[config.mk]
export PLATFORM = sky130hd
export DESIGN_NAME = serial_write_master
export DESIGN_NICKNAME = d
export VERILOG_FILES = /design/src/rtl/serial_write_master.sv
export SDC_FILE = /design/constraint.sdc
export NUM_CORES = 1
export LEC_CHECK = 0
export BUFFER_PORTS_ARGS = -buffer_cell sky130_fd_sc_hd__buf_2
export CORE_ASPECT_RATIO = 0.5
export CORE_UTILIZATION = 55
export CTS_CLUSTER_SIZE = 20
export DETAILED_ROUTE_END_ITERATION = 10
export PLACE_DENSITY = 0.88
export SYNTH_ARGS = -nofsm -noshare
export SYNTH_HDL_FRONTEND = slang
export SYNTH_SLANG_ARGS = --single-unit
[constraint.sdc]
create_clock -name clk -period 2.5 [get_ports clk]
set_clock_uncertainty 0.05 [all_clocks]
set_input_delay 0.125 -clock clk [delete_from_list [all_inputs] [get_ports clk]]
set_output_delay 0.125 -clock clk [all_outputs]
set_load 0.01 [all_outputs]
[src/rtl/serial_write_master.sv]
module serial_write_master #(
  parameter int DATA_W   = 24,
  parameter int REG_W    = 5,
  parameter int CHIP_W   = 3,
  parameter int HALF_DIV = 2,
  parameter int SEN_HIGH = 2,
  parameter int RECOVER  = 2
) (
  input  logic              clk,
  input  logic              rst_n,
  input  logic              req_valid,
  output logic              req_ready,
  input  logic [DATA_W-1:0] req_data,
  input  logic [REG_W-1:0]  req_reg,
  input  logic [CHIP_W-1:0] req_chip,
  output logic              sclk,
  output logic              sdi,
  output logic              sen,
  output logic              done
);

  localparam int FRAME_W = DATA_W + REG_W + CHIP_W;
  localparam int NB_W    = $clog2(FRAME_W + 1);
  localparam int CMAX    = (HALF_DIV > SEN_HIGH) ?
                           ((HALF_DIV > RECOVER) ? HALF_DIV : RECOVER) :
                           ((SEN_HIGH > RECOVER) ? SEN_HIGH : RECOVER);
  localparam int CNT_W   = $clog2(CMAX + 1);

  typedef enum logic [1:0] {S_IDLE, S_SHIFT, S_COMMIT, S_RECOV} state_t;

  state_t             state;
  logic [FRAME_W-1:0] shreg;
  logic [NB_W-1:0]    nbits;
  logic [CNT_W-1:0]   cnt;

  assign req_ready = (state == S_IDLE);
  assign sdi       = shreg[FRAME_W-1];

  wire accept   = req_valid && req_ready;
  wire half_end = (cnt == CNT_W'(HALF_DIV - 1));
  wire last_bit = (nbits == NB_W'(FRAME_W));

  always_ff @(posedge clk or negedge rst_n) begin
    if (!rst_n) begin
      state <= S_IDLE;
      shreg <= '0;
      nbits <= '0;
      cnt   <= '0;
      sclk  <= 1'b0;
      sen   <= 1'b0;
      done  <= 1'b0;
    end else begin
      done <= 1'b0;
      unique case (state)
        S_IDLE: if (accept) begin
          shreg <= {req_data, req_reg, req_chip};
          nbits <= '0;
          cnt   <= '0;
          state <= S_SHIFT;
        end
        S_SHIFT: if (!half_end) begin
          cnt <= cnt + 1'b1;
        end else begin
          cnt <= '0;
          if (!sclk) begin
            sclk  <= 1'b1;
            nbits <= nbits + 1'b1;
          end else begin
            sclk <= 1'b0;
            if (last_bit) begin
              sen   <= 1'b1;
              state <= S_COMMIT;
            end else begin
              shreg <= shreg << 1;
            end
          end
        end
        S_COMMIT: if (cnt == CNT_W'(SEN_HIGH - 1)) begin
          sen   <= 1'b0;
          cnt   <= '0;
          state <= S_RECOV;
        end else begin
          cnt <= cnt + 1'b1;
        end
        S_RECOV: if (cnt == CNT_W'(RECOVER - 1)) begin
          done  <= 1'b1;
          cnt   <= '0;
          state <= S_IDLE;
        end else begin
          cnt <= cnt + 1'b1;
        end
        default: state <= S_IDLE;
      endcase
    end
  end

endmodule

### Word level (Yosys, flattened, before mapping)

Index checks and enable logic that the tools add are counted.

* register bits: 45
* output and inout port bits: 5
* word-level logic and storage cells: 59

* add/subtract/negate cells: 2
* eq/ne operators: 13
* multiplexer cells: 27
* reductions and logical operators: 10

Operators by type and width (number)
* two-way mux 32 bit: 4
* one-hot mux 32 bit (2 select lines): 1
* two-way mux 6 bit: 3
* two-way mux 2 bit: 8
* inequality test 2 bit (second input constant): 7
* one-hot mux 6 bit (2 select lines): 1
* AND reduction 5 bit: 2
* one-hot mux 2 bit (4 select lines): 1
* two-way mux 1 bit: 7
* adder 6 x 1 -> 6 bit (second input constant): 1
* equality test 6 bit (second input constant): 1
* AND reduction 6 bit: 1
* equality test 2 x 1 -> 1 bit (second input constant): 2
* equality test 2 bit (second input constant): 2
* one-hot mux 2 bit (2 select lines): 1
* AND reduction 4 bit: 1
* nonzero test 2 bit: 2
* OR reduction 3 bit: 1
* adder 2 x 1 -> 2 bit (second input constant): 1
* zero test 2 bit: 1
* inequality test 2 x 1 -> 1 bit (second input constant): 1
* one-hot mux 1 bit (2 select lines): 1
* AND reduction 2 bit: 1
* logical AND 1 bit: 1

### Longest topological paths before layout

* depth in word-level cells: 5
* gate-level depth with buffers: 7

### Worst setup path before layout

OpenSTA, ideal clock, no wires.

* path type: register -> register
* start point: reg state[0]
* end point: reg shreg[5]
* library setup time: 0.126 ns
* arrival time: 1.957 ns
* required time: 2.324 ns
* slack: 0.367 ns
* stages on the path, launching flop included: 7
* path buffers: 1
* clock period less this slack: 2.133 ns
* cell sequence: dfrtp_1 -> inv_1 -> ha_1 -> mux2i_2 -> nor2_1 -> buf_2 -> a221o_1

* longest elaborated chain between the ends: 4
* elaborated cells between the ends (all ways): 10
* classes of those cells: eq/ne: 5; mux: 1; reduce/logical: 4

RTL lines
* start, declared: line 31 `state_t state;`
* start signal, assigned: line 45 `state <= S_IDLE;`
* start signal, assigned: line 59 `state <= S_SHIFT;`
* start signal, assigned: line 72 `state <= S_COMMIT;`
* zero test 2 bit (*): line 36 `assign req_ready = (state == S_IDLE);`
* via req_ready: line 12 `output logic req_ready,`
* logical AND 1 bit: line 39 `wire accept = req_valid && req_ready;`
* inequality test 2 x 1 -> 1 bit (no source line)
* AND reduction 5 bit (no source line)
* end signal, assigned: line 56 `shreg <= {req_data, req_reg, req_chip};`
* end signal, assigned: line 74 `shreg <= shreg << 1;`
* end, declared: line 32 `logic [FRAME_W-1:0] shreg;`

Mark *: on every way through the listed nets, which the timed path passes. The rest lies on a longest branch.
A chain may end at the register's enable or synchronous reset.

### Worst setup path in the final report

* start point: reg state[0]
* end point: reg shreg[7]

* longest elaborated chain between the ends: 4
* elaborated cells between the ends (all ways): 10
* classes of those cells: eq/ne: 5; mux: 1; reduce/logical: 4

RTL lines (line)
* zero test 2 bit: 36, 54
* logical AND 1 bit: 39
* inequality test 2 x 1 -> 1 bit (no source line)
* AND reduction 5 bit (no source line)

Several ways; a longest one is shown, not always the timed one.

==> flow_metrics.env <==
export IMPL_status="completed"
export IMPL_cts_setup_buffers=0
export IMPL_wirelength_mm=4.93
export IMPL_cts_sinks=45
export IMPL_vias=1814
export IMPL_startpoint_type="register"
export IMPL_grt_util_met1_pct=31.8
export IMPL_finalCritPeriodShare_pct=90.2
export IMPL_drive_gt1_share_pct=23.1
export IMPL_htree_levels=2
export IMPL_cts_inserted_buffers=5
export IMPL_start_util_pct=61.0
export IMPL_final_area_um2=2810
export IMPL_drtIter0Drc=145
export IMPL_crit_fanout=36
export IMPL_hold_buffers=22
export IMPL_rsz0062_at_grt="no"
export IMPL_vias_per_cell=5.93
export IMPL_diodes=0
export IMPL_grt_pass1_wl_mm=7.90
export IMPL_synth_cell_types=37
export IMPL_dieArea_um2=4340
export IMPL_grt_pass1_vias=1731
export IMPL_die_h_um=47.1
export IMPL_synth_nets=233
export IMPL_netlist_area_um2=2230
export IMPL_min_path_type="input port to register"
export IMPL_busiest_layer="met2"
export IMPL_cts_resized=0
export IMPL_syn_inst=191
export IMPL_ir_drop_mv=0.320
export IMPL_nets=296
export IMPL_gp_congestion=0.889
export IMPL_use_met3_pct=6.63
export IMPL_clock_fmax_mhz=443
export IMPL_period_minus_slack_ns=2.26
export IMPL_drv_cap=0
export IMPL_seq_area_um2=1130
export IMPL_power_density_nw_per_um2=456
export IMPL_cp_end_kind="register"
export IMPL_row_count=15
export IMPL_insertion_delay_ns=0.31
export IMPL_p_leak_nw=1.53
export IMPL_grt_usage_pct=24.6
export IMPL_multi_input_area_um2=1010
export IMPL_overflow=0
export IMPL_hold_viol=0
export IMPL_report_final_slew_viol_count=0
export IMPL_max_stage_delay_ns=0.54
export IMPL_gr_usage_met2_pct=40.7
export IMPL_synth_seq_area_share_pct=50.4
export IMPL_drtPass1Iterations=4
export IMPL_core_um2=3660
export IMPL_yosys_warnings=0
export IMPL_avgSynthCellArea_um2=11.7
export IMPL_crit_required_ns=2.64
export IMPL_cts_max_path_buffers=2
export IMPL_ios=40
export IMPL_cts_tree="done"
export IMPL_clockRootBuffer="clkbuf_8"
export IMPL_ant_nets=0
export IMPL_slew_headroom_pct=35.6
export IMPL_io_buffers=39
export IMPL_wl_per_cell_um=16.1
export IMPL_place_area_um2=2450
export IMPL_worstPathCellList="inv_1 > ha_1 > mux2i_2 > nor2_2 > buf_4 > a221o_1"
export IMPL_max_slew_worst_pin_slew_ns=0.966
export IMPL_setup_viol=0
export IMPL_final_common_cell="dfrtp_1"
export IMPL_clk_pin_slew_ns=0.10
export IMPL_critPathSlowestCell="mux2i_2"
export IMPL_fin_setup_tns_ns=0
export IMPL_synth_seq_cells=45
export IMPL_syn_to_final_growth_pct=25.9
export IMPL_layout_common_cells="45 x dfrtp_1, 39 x buf_2, 31 x and3_1, 31 x a221o_1, 27 x dlygate4sd3_1"
export IMPL_grt_start_max_net_pins=46
export IMPL_crit_arrival_ns=2.39
export IMPL_die_w_um=92.1
export IMPL_place_hpwl_mm=2.94
export IMPL_fill_cells=217
export IMPL_worstSetupPathType="register to register"
export IMPL_drc=0
export IMPL_antenna_found_initial=0
final cells by class:
class                   count  area share [%]
flip-flops and latches     45            40.1
multi-input cells         125            35.8
clock inverters             3           0.890
inverters                   7           0.935
repair buffers             70            17.6
well taps                  51            2.27
clock buffers               5            2.45
critical path: cells and delay by family (launching register included):
kind            cells  cell delay (ns)
mux                 1             0.54
flops               1             0.41
compound gates      1             0.40
buf+inv             2             0.39
fa+ha+maj           1             0.30
simple gates        1             0.04
path summary, 6_finish.rpt:
path	startpoint	end	slack (ns)	cells past startpoint
max reg2reg	state[0]	shreg[7]	0.24	6
min	req_data[21]	shreg[29]	0.01	2
max in group asynchronous	rst_n	shreg[8]	1.35	2
max	state[0]	shreg[7]	0.24	6
min reg2reg	shreg[29]	shreg[30]	0.46	1
min in group asynchronous	rst_n	shreg[9]	0.46	2
Yosys cell counts (all sizes together):
library cell | number | share of area, %
inv | 7 | 1.2
or3b | 1 | 0.39
nor2b | 1 | 0.28
nor3 | 1 | 0.22
a41o | 1 | 0.45
a21boi | 1 | 0.34
o221ai | 1 | 0.39
o21ai | 1 | 0.22
xnor2 | 5 | 2.0
nand2b | 1 | 0.28
and3 | 31 | 8.7
nor4bb | 1 | 0.45
and2 | 2 | 0.56
a21oi | 1 | 0.22
a211o | 2 | 1.2
mux2i | 4 | 2.0
a22o | 2 | 0.78
nand3b | 1 | 0.34
ha | 7 | 3.9
nor4b | 2 | 1.1
a2111oi | 1 | 1.2
mux2 | 1 | 0.50
dfrtp | 45 | 50
or2 | 1 | 0.28
nor2 | 7 | 1.2
o211ai | 1 | 0.34
a221o | 31 | 14
buf | 10 | 3.0
nand2 | 10 | 1.7
nand3 | 4 | 0.90
clkbuf | 4 | 0.67
a211oi | 3 | 1.0
state kept, by name, summed over array words and instances (netlist names):
name   cells
done       1
nbits      6
sclk       1
sen        1
cnt        2
shreg     32
state      2
kinds of logic after synthesis:
group                      share of synthesized area [%]
adders and majority gates                           3.92
and+or+nand+nor                                     16.3
muxes                                               2.46
DFF                                                 50.4
xor gates and xnor gates                            1.96
AOI/OAI and AO/OA                                   20.1
buffers and inverters                               4.87
per-stage QoR:
stage                     util [%]  hold slack (ns)  cells  setup slack [ns]  power, W
final                         76.8           0.0104    306             0.245   0.00128
after CTS                     75.5         0.000555    301             0.251   0.00129
after global placement        66.9            0.276    271             0.393  0.000784
after global routing          76.8          0.00595    306             0.105   0.00133
after detailed placement      66.9            0.288    271             0.261  0.000784
after floorplan                  -           -0.221    191             0.367  0.000743
power by group:
part | switching (W) | internal [W]
combinational | 0.0000280 | 0.0000467
sequential | 0 | 0.000727
clock | 0.000275 | 0.000204
total | 0.000304 | 0.000978
metal layers:
metal | part of all wire [%] | vias up
met2 | 47 | 65
li1 | - | 855
met3 | 5.5 | 4
met1 | 47 | 890
met5 | 0 | -
met4 | 0.63 | 0
No activity file was read; power rests on OpenSTA's default activity.
